`src/rtl/serial_rx_pkg.sv`:
```
package serial_rx_pkg;
  typedef enum logic [2:0] {
    ST_IDLE, ST_START, ST_DATA, ST_STOP, ST_DONE
  } rx_state_e;

  typedef enum logic [1:0] {
    MODE_SHIFT = 2'b00,
    MODE_8VAR  = 2'b01,
    MODE_9FIX  = 2'b10,
    MODE_9VAR  = 2'b11
  } rx_mode_e;

  localparam int unsigned CtlShared = 7;
  localparam int unsigned CtlModeLo = 6;
  localparam int unsigned CtlEnable = 5;
  localparam int unsigned CtlBit9   = 3;
  localparam int unsigned CtlFlag   = 0;
endpackage

```
`src/rtl/serial_rx_sync.sv`:
```
module serial_rx_sync #(
  parameter int unsigned STAGES = 2
) (
  input  logic clk_i,
  input  logic rst_ni,
  input  logic d_i,
  output logic q_o
);
  logic [STAGES-1:0] sr_q;

  always_ff @(posedge clk_i or negedge rst_ni) begin
    if (!rst_ni) sr_q <= '1;  // idle line is high
    else         sr_q <= {sr_q[STAGES-2:0], d_i};
  end

  assign q_o = sr_q[STAGES-1];
endmodule

```
`src/rtl/serial_rx_sampler.sv`:
```
module serial_rx_sampler #(
  parameter int unsigned OSR = 16,
  parameter int unsigned MID = 8
) (
  input  logic clk_i,
  input  logic rst_ni,
  input  logic restart_i,
  input  logic tick_i,
  input  logic rxd_i,
  output logic decide_o,
  output logic bit_o
);
  localparam int unsigned CW = $clog2(OSR);

  logic [CW-1:0] cnt_q;
  logic [1:0]    vote_q;

  always_ff @(posedge clk_i or negedge rst_ni) begin
    if (!rst_ni) begin
      cnt_q  <= '0;
      vote_q <= '0;
    end else if (restart_i) begin
      cnt_q  <= '0;
      vote_q <= '0;
    end else if (tick_i) begin
      cnt_q <= cnt_q + 1'b1;  // wraps every OSR ticks
      if (cnt_q == CW'(MID - 2)) vote_q[0] <= rxd_i;
      if (cnt_q == CW'(MID - 1)) vote_q[1] <= rxd_i;
    end
  end

  assign decide_o = tick_i && !restart_i && (cnt_q == CW'(MID));
  assign bit_o    = (vote_q[0] & vote_q[1]) | (vote_q[0] & rxd_i) | (vote_q[1] & rxd_i);
endmodule

```
`src/rtl/serial_rx_port.sv`:
```
module serial_rx_port
  import serial_rx_pkg::*;
#(
  parameter int unsigned DATA_W    = 8,
  parameter int unsigned OSR       = 16,
  parameter int unsigned SYNC_STGS = 2
) (
  input  logic              clk_i,
  input  logic              rst_ni,
  input  logic              tick_a_i,
  input  logic              tick_b_i,
  input  logic              tick_sel_i,
  input  logic              rxd_i,
  input  logic              fe_en_i,
  input  logic              reg_we_i,
  input  logic [7:0]        reg_wdata_i,
  output logic [7:0]        reg_rdata_o,
  output logic [DATA_W-1:0] rx_data_o,
  output logic              rx_bit9_o,
  output logic              rx_flag_o,
  output logic              frame_err_o
);
  localparam int unsigned IW  = $clog2(DATA_W + 2);
  localparam int unsigned MID = OSR / 2;

  rx_state_e   state_q;
  rx_mode_e    mode;
  logic        mode_hi_q, mode_lo_q, rx_en_q, bit9_q, flag_q, fe_q;
  logic [DATA_W-1:0] data_q, data_sh_q;
  logic        b9_sh_q, stop_sh_q, stop_seen_q;
  logic [IW-1:0] idx_q;
  logic        tick, rxd_s, rxd_prev_q, start_go, decide, vbit, nine, commit;
  logic [IW-1:0] last_idx;
  logic        unused_wdata;

  assign mode     = rx_mode_e'({mode_hi_q, mode_lo_q});
  assign nine     = mode_hi_q;
  assign last_idx = nine ? IW'(DATA_W) : IW'(DATA_W - 1);

  always_comb begin
    unique case (mode)
      MODE_9FIX: tick = tick_a_i;
      default:   tick = tick_sel_i ? tick_b_i : tick_a_i;
    endcase
  end

  serial_rx_sync #(.STAGES(SYNC_STGS)) u_sync (
    .clk_i (clk_i),
    .rst_ni(rst_ni),
    .d_i   (rxd_i),
    .q_o   (rxd_s)
  );

  always_ff @(posedge clk_i or negedge rst_ni) begin
    if (!rst_ni) rxd_prev_q <= 1'b1;
    else         rxd_prev_q <= rxd_s;
  end

  assign start_go = (state_q == ST_IDLE) && rx_en_q && (mode != MODE_SHIFT)
                    && rxd_prev_q && !rxd_s;

  serial_rx_sampler #(.OSR(OSR), .MID(MID)) u_samp (
    .clk_i    (clk_i),
    .rst_ni   (rst_ni),
    .restart_i(start_go),
    .tick_i   (tick),
    .rxd_i    (rxd_s),
    .decide_o (decide),
    .bit_o    (vbit)
  );

  always_ff @(posedge clk_i or negedge rst_ni) begin
    if (!rst_ni) begin
      state_q     <= ST_IDLE;
      idx_q       <= '0;
      data_sh_q   <= '0;
      b9_sh_q     <= 1'b0;
      stop_sh_q   <= 1'b1;
      stop_seen_q <= 1'b0;
    end else begin
      unique case (state_q)
        ST_IDLE: if (start_go) state_q <= ST_START;
        ST_START: if (decide) begin
          if (vbit) state_q <= ST_IDLE;  // false start
          else begin
            state_q     <= ST_DATA;
            idx_q       <= '0;
            stop_seen_q <= 1'b0;
          end
        end
        ST_DATA: if (decide) begin
          if (idx_q < IW'(DATA_W)) data_sh_q <= {vbit, data_sh_q[DATA_W-1:1]};
          else                     b9_sh_q   <= vbit;
          idx_q <= idx_q + 1'b1;
          if (idx_q == last_idx) state_q <= fe_en_i ? ST_STOP : ST_DONE;
        end
        ST_STOP: if (decide) begin
          stop_sh_q   <= vbit;
          stop_seen_q <= 1'b1;
          state_q     <= ST_DONE;
        end
        default: state_q <= ST_IDLE;  // ST_DONE: commit slot
      endcase
    end
  end

  assign commit = (state_q == ST_DONE) && !flag_q;

  // register file; a hardware commit overrides a same-cycle write
  always_ff @(posedge clk_i or negedge rst_ni) begin
    if (!rst_ni) begin
      mode_hi_q <= 1'b0;
      mode_lo_q <= 1'b0;
      rx_en_q   <= 1'b0;
      bit9_q    <= 1'b0;
      flag_q    <= 1'b0;
      fe_q      <= 1'b0;
      data_q    <= '0;
    end else begin
      if (reg_we_i) begin
        if (fe_en_i) fe_q      <= reg_wdata_i[CtlShared];
        else         mode_hi_q <= reg_wdata_i[CtlShared];
        mode_lo_q <= reg_wdata_i[CtlModeLo];
        rx_en_q   <= reg_wdata_i[CtlEnable];
        bit9_q    <= reg_wdata_i[CtlBit9];
        flag_q    <= reg_wdata_i[CtlFlag];
      end
      if (commit) begin
        data_q <= data_sh_q;
        flag_q <= 1'b1;
        if (nine)             bit9_q <= b9_sh_q;
        else if (stop_seen_q) bit9_q <= stop_sh_q;
        if (stop_seen_q && !stop_sh_q) fe_q <= 1'b1;
      end
    end
  end

  assign unused_wdata = ^{reg_wdata_i[4], reg_wdata_i[2:1]};

  always_comb begin
    reg_rdata_o            = '0;
    reg_rdata_o[CtlShared] = fe_en_i ? fe_q : mode_hi_q;
    reg_rdata_o[CtlModeLo] = mode_lo_q;
    reg_rdata_o[CtlEnable] = rx_en_q;
    reg_rdata_o[CtlBit9]   = bit9_q;
    reg_rdata_o[CtlFlag]   = flag_q;
  end

  assign rx_data_o   = data_q;
  assign rx_bit9_o   = bit9_q;
  assign rx_flag_o   = flag_q;
  assign frame_err_o = fe_q;
endmodule

```
`config.mk`:
```
export PLATFORM = sky130hd
export DESIGN_NAME = serial_rx_port
export DESIGN_NICKNAME = d
export VERILOG_FILES = /design/src/rtl/serial_rx_pkg.sv /design/src/rtl/serial_rx_sync.sv /design/src/rtl/serial_rx_sampler.sv /design/src/rtl/serial_rx_port.sv
export SDC_FILE = /design/constraint.sdc
export NUM_CORES = 1
export LEC_CHECK = 0
export ABC_CLOCK_PERIOD_IN_PS = 2500
export BUFFER_PORTS_ARGS = -buffer_cell sky130_fd_sc_hd__buf_2
export CORE_MARGIN = 3
export CORE_UTILIZATION = 50
export CTS_CLUSTER_DIAMETER = 120
export DETAILED_ROUTE_END_ITERATION = 10
export PLACE_DENSITY_LB_ADDON = 0.05
export SYNTH_ARGS = -nofsm -noshare
export SYNTH_HDL_FRONTEND = slang
export SYNTH_SLANG_ARGS = --single-unit
```
`constraint.sdc`:
```
create_clock -name clk_i -period 2.5 [get_ports clk_i]
set_input_delay 0.125 -clock clk_i [delete_from_list [all_inputs] [get_ports clk_i]]
set_output_delay 0.125 -clock clk_i [all_outputs]
set_load 0.01 [all_outputs]
```
==> impl_metrics.toml, run 1 <==
[grt]
antenna_found_initial = 0
grt_pass1_vias = 1331
grt_pass1_wl_um = 6010
grt_usage_pct = 15.9
grt_max_degree = 42
grt_overflow = 0

[timing]
worst_pin_slew_ps = 895
finalWorstSetupSlack_ps = 254
rsz0062_at_grt = "no"
finalCritPeriodShare_pct = 89.8
slew_violations = 0
final-hold-violation-count = 0
timing.hold.ws_ps = 50.8
tns_ps = 0
relSlewSlack_pct = 40.4
finClkSkew_ps = 7.55
fmax_mhz = 445
period_needed_ps = 2250
final-setup-viol-count = 0

[critical_path]
crit_type = "reg -> reg"
crit_path_end_kind = "flop"
cp.required_ps = 2670
cp-start-kind = "flop"
path_max_fanout = 8
cp.arrival_ps = 2420

[clock_tree]
clk_pin_slew_ps = 70
cts-buffers-inserted = 5
clk_latency_ps = 290
cts_root_buf = "clkbuf_8"
cts.path.max_buffers = 2
cts-resized-gates = 0
cts.htree.levels = 2
clock-sinks = 41
cts_tree = "done"

[synthesis]
async_flop_share_pct = 100
synth.distinct_cells = 48
synth_edf_count = 0
synth_top_area_share_pct = 46.5
yosys-top-cells-area = "dfrtp_1 (47%), mux2_2 (7.9%), mux2_4 (6.0%), dfstp_2 (5.3%), buf_4 (2.6%)"
yosysWarnings = 0
synthCells = 167
avgSynthCellArea_um2 = 11.9
netlist_area_um2 = 1990
synth_flop_cell = "dfrtp_1"
ys_seq_area_share_pct = 51.8
netlist.top_cell.by_area = "dfrtp_1"
synth_seq_cells = 41

[floorplan]
coreArea_um2 = 3740
die_w_um = 69.1
io-pin-count = 35
die_h_um = 69.1
start_util_pct = 53.1
fp.dieArea_um2 = 4770
rows = 22

[placed_design]
place.gp.congestion = 0.728
dp_hpwl_um = 2520
place_area_um2 = 2150
dp_slack_ps = 271
port-buffer-count = 28
dp.cells = 237

[final_layout]
syn2layout_area_growth_pct = 13.6
diodes = 0
final_cells = 247
nNetsFinal = 218
fin_area_um2 = 2260
layout-drive-gt1-share_pct = 36.2
final_cell_mix = "dfrtp_1 (37), buf_2 (28), mux2_2 (14)"
final_common_cell = "dfrtp_1"

[power]
seq_power_share_pct = 51.6
p_per_area_nw_per_um2 = 735
pwr-share-comb_pct = 22.5
p_sw_share_pct = 29.9
leakage_nw = 1.09
internal_power_mw = 1.16
clockPowerShare_pct = 25.9
power.switching_uw = 497
vdd_ir_drop_max_uv = 459

[routing]
drtPass1Iterations = 4
drt-wirelength-per-cell_um = 14.2
num_vias = 1311
drc_errors = 0
postRouteAntennaNets = 0
avgViaCountPerCell = 5.31
finalWirelength_um = 3500
drt-initial-drc-count = 60

[status]
status = "finished, final reports clean"

[worst_hold_path]
hold_path.class = "in -> reg"

[flow_run]
cap_violations = 0
==> per-stage QoR <==
stage	power, mW	util [%]
floorplan	1.13	-
detailed placement	1.24	57.4
finish	1.66	60.4
global placement	1.22	57.4
CTS	1.68	60.4
global route	1.77	60.4
==> synth_stat cells, types with 2 or more instances <==
library cell,instances
dfrtp_1,37
mux2_2,14
o21ai_0,10
nor2_1,9
inv_1,8
mux2_4,8
buf_4,7
nand2_1,6
dfstp_2,4
ha_1,4
mux2i_1,4
nand3_1,4
nor4_1,4
nand2b_1,3
nor2b_1,3
or3_1,3
a21oi_1,2
a31oi_1,2
clkbuf_1,2
nor4b_1,2
o31ai_1,2
or2_2,2
xnor2_1,2
==> layer usage <==
metal  share of wire (%)  vias to the layer above  global-route usage (%)  routed length, um
li1                    -                      642                       -                  -
met1                  46                      634                    19.5               1600
met2                  49                       28                    26.2               1700
met3                 3.8                        7                    3.64                134
met4                 1.9                        0                    7.81                 68
met5                   0                        -                       0                  0
==> cells by family (layout without fill, tap and decap cells) <==
logic type / Yosys count / after routing / synth area share, %
AO/OA/AOI/OAI: 24 / 24 / 8.43
XOR/XNOR: 2 / 2 / 0.881
adder cells (fa/ha/maj): 5 / 5 / 3.02
buffers and inverters: 19 / 49 / 5.35
flip-flops: 41 / 41 / 51.8
multiplexers: 26 / 26 / 16.0
other: 1 / 3 / 0.188
AND/OR/NAND/NOR: 49 / 49 / 14.3
==> area by class of cell <==
cell class | instances | area [um2]
multi-input combinational | 109 | 866
timing repair buffer | 33 | 183
clock buffer | 8 | 90.1
sequential | 41 | 1030
inverter | 8 | 30.0
tap | 48 | 60.1
fill | 323 | 1480
==> worst max-delay path, cell delays in order, from the launching register on <==
cell,delay (ps)
dfrtp_1,380
inv_1,140
ha_1,190
and4b_1,180
and3_4,200
nor2_2,70
or3_1,600
mux2_4,380
==> power by group through the flow <==
stage                     sequential [mW]  combinational, mW  clock, mW
final                               0.857              0.373      0.431
after global routing                0.872              0.423      0.478
after CTS                           0.857              0.379      0.448
after detailed placement            0.869              0.374          0
after global placement              0.859              0.361          0
after floorplan                     0.844              0.284          0
==> path summary, 6_finish.rpt <==
check                           startpoint  depth (start not counted)  slack (ps)                to
max                        u_samp.cnt_q[0]                          7         250      data_sh_q[5]
min                         reg_wdata_i[0]                          2          50         rx_flag_o
max reg2reg                u_samp.cnt_q[0]                          7         250      data_sh_q[5]
min reg2reg                 u_sync.sr_q[0]                          0         360    u_sync.sr_q[1]
max in group asynchronous           rst_ni                          2        1430  u_samp.vote_q[0]
min in group asynchronous           rst_ni                          2         500      rx_data_o[0]
==> flip-flops by register name (all words and copies together) (netlist names), 2 cells and up <==
register	count
rx_data_o	8
u_sync.sr_q	2
state_q	3
u_samp.cnt_q	4
data_sh_q	8
idx_q	4
u_samp.vote_q	2
==> timing repair <==
item / 4_1_cts / 5_1_grt
setup buffers: 0 / 0
hold endpoints to repair: 38 / 0
hold buffers: 2 / 0
(Power assumes the default switching activity.)
==> run 2, diff against run 1 <==
Settings changed: ABC_AREA from default to 1, SLEW_MARGIN from default to 10.
==> impl_metrics.toml, run 2 <==
[clock_tree]
clock-sinks = 41
cts.path.max_buffers = 2
cts_hold_buf = 2
cts_root_buf = "clkbuf_8"
cts-resized-gates = 0
cts-buffers-inserted = 5
clk_latency_ps = 290
post_cts_buffers = 0
cts.htree.levels = 2
clk_pin_slew_ps = 80
cts_tree = "done"

[synthesis]
synth_common_cells = "nand2_1 (65), dfrtp_1 (37), inv_1 (35), o21ai_0 (29), nor2_1 (13)"
synth.distinct_cells = 29
yosys-top-cells-area = "dfrtp_1 (45%), nand2_1 (12%), o21ai_0 (7.0%), inv_1 (6.4%), dfstp_2 (5.1%)"
synthCells = 243
synth_seq_cells = 41
netlist_area_um2 = 2060
ys_seq_area_share_pct = 50.0
avgSynthCellArea_um2 = 8.49
netlist.top_cell.by_area = "dfrtp_1"
synth_top_area_share_pct = 44.9
synth_edf_count = 0
async_flop_share_pct = 100
yosysMostFrequentCell = "nand2_1"
synth_flop_cell = "dfrtp_1"
yosysWarnings = 0

[timing]
period_needed_ps = 1710
final-hold-violation-count = 0
worst_pin_slew_ps = 887
fmax_mhz = 586
final-setup-viol-count = 0
finalCritPeriodShare_pct = 68.3
rsz0062_at_grt = "no"
finClkSkew_ps = 2.52
slew_violations = 0
relSlewSlack_pct = 40.8
tns_ps = 0

[final_layout]
fillers = 358
nNetsFinal = 291
diodes = 0
final_common_cell = "nand2_1"
syn2layout_area_growth_pct = 11.0
layout-drive-gt1-share_pct = 22.1
fin_util_pct = 59.8
final_cell_mix = "nand2_1 (65), dfrtp_1 (37), inv_1 (35)"

[grt]
grt_overflow = 0
grt_usage_pct = 15.7
grt_pass1_vias = 1432
antenna_found_initial = 0
grt_max_degree = 42
grt_pass1_wl_um = 6210

[placed_design]
port-buffer-count = 28
dp_hpwl_um = 2520
place.gp.congestion = 0.746

[floorplan]
die_w_um = 70.2
coreArea_um2 = 3830
die_h_um = 70.2
rows = 22
start_util_pct = 53.9
io-pin-count = 35
fp.dieArea_um2 = 4930

[routing]
num_vias = 1524
drt-wirelength-per-cell_um = 10.7
drtPass1Iterations = 4
finalWirelength_um = 3430
drc_errors = 0
postRouteAntennaNets = 0
avgViaCountPerCell = 4.76
drt-initial-drc-count = 63

[power]
leakage_nw = 1.15
p_per_area_nw_per_um2 = 845
vdd_ir_drop_max_uv = 540

[critical_path]
cp-start-kind = "flop"
crit_path_end_kind = "flop"
path_max_fanout = 6
reg2reg_setup_slack_ps = 790
cp.required_ps = 2670
crit_type = "reg -> reg"
cp.arrival_ps = 1870

[flow_run]
cap_violations = 0

[status]
status = "finished, final reports clean"

[worst_hold_path]
hold_path.class = "in -> reg"
## run 2: through the flow
stage          hold slack (ps)  power, mW  setup WS (ps)  std cells  instance area (um2)
5_1_grt                   59.8       2.10            564        320                 2290
2_1_floorplan             -171       1.40            953        245                 2070
3_3_place_gp               229       1.52            752        310                 2190
3_5_place_dp               233       1.53            746        310                 2190
6_report                  41.1       1.94            793        320                 2290
4_1_cts                   36.2       1.96            737        320                 2290
## run 2: power by group
part | switching (mW) | internal (mW) | total (mW)
Combinational | 0.392 | 0.217 | 0.609
Sequential | 0.101 | 0.808 | 0.908
Clock | 0.225 | 0.193 | 0.418
## run 2: kinds of logic (layout without fill, tap and decap cells)
| family | Yosys count | after routing | synth area share [%] |
|---|---|---|---|
| and+or+nand+nor | 101 | 101 | 22.4 |
| DFF | 41 | 41 | 50.0 |
| other | 1 | 3 | 0.182 |
| adders and majority gates | 4 | 4 | 2.43 |
| xor gates and xnor gates | 2 | 2 | 0.850 |
| AOI/OAI and AO/OA | 47 | 47 | 13.6 |
| buffers and inverters | 47 | 74 | 10.6 |
## run 2: critical path: stages, from the launching register on
cell and delay [ps]:
dfrtp_1 380, o21ai_0 450, nand3_1 230, a21oi_1 380
o21ai_0 140
## run 2: routing by layer
layer  track usage [%]  up-vias  wire length [um]
met2              23.5       30              1440
met5                 0        -                 0
met1              21.6      682              1780
met4              7.66        0                75
li1                  -      805                 -
met3              3.45        7               143
## run 2: final timing paths
check	to	start	cells after the start
worst max register to register	idx_q[1]	u_samp.vote_q[1]	4
worst max-delay path	idx_q[1]	u_samp.vote_q[1]	4
min in group asynchronous	mode_lo_q	rst_ni	2
worst min register to register	u_sync.sr_q[1]	u_sync.sr_q[0]	0
max in group asynchronous	idx_q[0]	rst_ni	2
worst min-delay path	mode_lo_q	reg_wdata_i[6]	3
## run 2: area by class of cell
type | instances | area, um2 | share of cell area (%)
Sequential cell | 41 | 1030 | 45.0
Timing Repair Buffer | 30 | 160 | 6.99
Inverter | 36 | 135 | 5.90
Tap cell | 48 | 60.1 | 2.62
Clock inverter | 2 | 10.0 | 0.437
Clock buffer | 6 | 72.6 | 3.17
Multi-Input combinational cell | 157 | 821 | 35.8
==> run 3, diff against run 2 <==
Settings changed: ABC_CLOCK_PERIOD_IN_PS 2500 to 1500.
Clock period 2.5 ns to 1.5 ns, I/O delays scaled along.
==> impl_metrics.toml, run 3 (synthesis gave the netlist of run 2 again) <==
[routing]
num_vias = 1673
drt-wirelength-per-cell_um = 11.4
avgViaCountPerCell = 4.82
finalWirelength_um = 3940
drtPass1Iterations = 4
drc_errors = 0
postRouteAntennaNets = 0
drt-initial-drc-count = 89

[grt]
grt-busiest-layer = "met2"
use_met2_pct = 26.5
grt_usage_pct = 16.9
grt_overflow = 0
grt_pass1_vias = 1545
grt_max_degree = 42
grt_pass1_wl_um = 6690
use_met1_pct = 22.7
antenna_found_initial = 0
gr-usage-met3_pct = 4.75

[power]
power.switching_mw = 1.38
vdd_ir_drop_max_uv = 942
internal_power_mw = 2.53
pwr-share-comb_pct = 37.4
p_sw_share_pct = 35.4
leakage_nw = 1.29
clockPowerShare_pct = 24.0
seq_power_share_pct = 38.6
p_per_area_nw_per_um2 = 1490

[final_layout]
final_cell_mix = "nand2_1 (56), dfrtp_1 (36), inv_1 (30)"
fin_util_pct = 68.4
syn2layout_area_growth_pct = 27.0
layout-drive-gt1-share_pct = 36.1
fillers = 322
diodes = 0
final_common_cell = "nand2_1"
nNetsFinal = 318

[floorplan]
die_w_um = 70.2
io-pin-count = 35
die_h_um = 70.2
rows = 22
coreArea_um2 = 3830
start_util_pct = 53.9
fp.dieArea_um2 = 4930

[critical_path]
path_max_fanout = 8
cp.arrival_ps = 1690
cp-start-kind = "flop"
cp.required_ps = 1690
crit_path_end_kind = "flop"
crit_type = "reg -> reg"

[timing]
tns_ps = 0
finalCritPeriodShare_pct = 99.8
fmax_mhz = 668
final-hold-violation-count = 0
slew_violations = 0
final-setup-viol-count = 0
rsz0062_at_grt = "yes"
worst_pin_slew_ps = 512
relSlewSlack_pct = 65.8
period_needed_ps = 1500
finClkSkew_ps = 5.25

[clock_tree]
clk_latency_ps = 300
cts_root_buf = "clkbuf_8"
cts-buffers-inserted = 5
clk_pin_slew_ps = 80
cts.htree.levels = 2
cts_tree = "done"
clock-sinks = 41
cts.path.max_buffers = 2

[flow_run]
cap_violations = 0

[placed_design]
place.gp.congestion = 0.774
port-buffer-count = 28
dp_hpwl_um = 2670

[worst_hold_path]
hold_path.class = "in -> reg"

[status]
status = "finished, final reports clean"
==> run 3: cell types whose count changed in the layout (fill, tap and decap cells not counted), moves of 6 or more <==
cell,change
buf_4,+23
nand2_1,-9
nand2_2,+9
o21ai_0,-6
==> run 3: metal layers <==
metal | part of all wire, % | wire length [um]
met5 | 0 | 0
met4 | 1.5 | 59
met3 | 4.1 | 161
met2 | 47 | 1850
met1 | 47 | 1870
==> run 3: worst paths after layout <==
check / startpoint / to / slack [ps] / cells after the start
min in group asynchronous: rst_ni / rx_flag_o / 370 / 3
min: reg_wdata_i[0] / rx_flag_o / 20 / 3
max: u_sync.sr_q[1] / data_sh_q[1] / 2 / 9
max reg2reg: u_sync.sr_q[1] / data_sh_q[1] / 2 / 9
min reg2reg: u_sync.sr_q[0] / u_sync.sr_q[1] / 360 / 0
max in group asynchronous: rst_ni / mode_hi_q / 760 / 3
==> run 3: final cells by class <==
cell class	instances	area, um2	area share (%)
inverters	36	135	5.16
multi-input cells	158	907	34.6
flip-flops and latches	41	1030	39.4
clock buffers	6	82.6	3.15
repair buffers	56	364	13.9
well taps	48	60.1	2.29
clock inverters	2	37.5	1.43
==> run 3: metrics by stage <==
step | cell area, um2 | hold slack [ps] | cells | setup slack, ps | power [mW]
6_report | 2620 | 16.2 | 347 | 2.33 | 3.91
5_1_grt | 2620 | 13.7 | 347 | -93.7 | 4.21
4_1_cts | 2540 | 8.71 | 344 | 11.4 | 3.81
3_5_place_dp | 2320 | 174 | 328 | -14.7 | 2.75
3_3_place_gp | 2320 | 166 | 328 | 35.8 | 2.73
2_1_floorplan | 2070 | -221 | 245 | 4.46 | 2.34
==> run 3: power groups by stage <==
stage | clock (mW) | combinational, mW | sequential, mW
after floorplan | 0 | 0.844 | 1.50
after global placement | 0 | 1.22 | 1.51
after detailed placement | 0 | 1.24 | 1.52
after CTS | 0.959 | 1.35 | 1.50
after global routing | 1.01 | 1.67 | 1.54
final | 0.937 | 1.46 | 1.51
==> run 3: repair_timing <==
action | 4_1_cts | 5_1_grt
pin swaps | 2 | 2
setup buffers | 3 | 3
endpoints found under the hold margin | 40 | 0
hold buffers | 4 | 0
resized for setup | 8 | 24
setup endpoints to repair | 7 | 25
cloned | 1 | 0
==> run 3: critical path, stage by stage (launching register included) <==
cell and delay [ps]:
dfstp_2 560, inv_2 50, nand3_2 70, nor2_4 40
nand2_2 80, nand3_4 100, nor2_4 230, nand2_8 110
nand2_1 90, o21ai_2 50
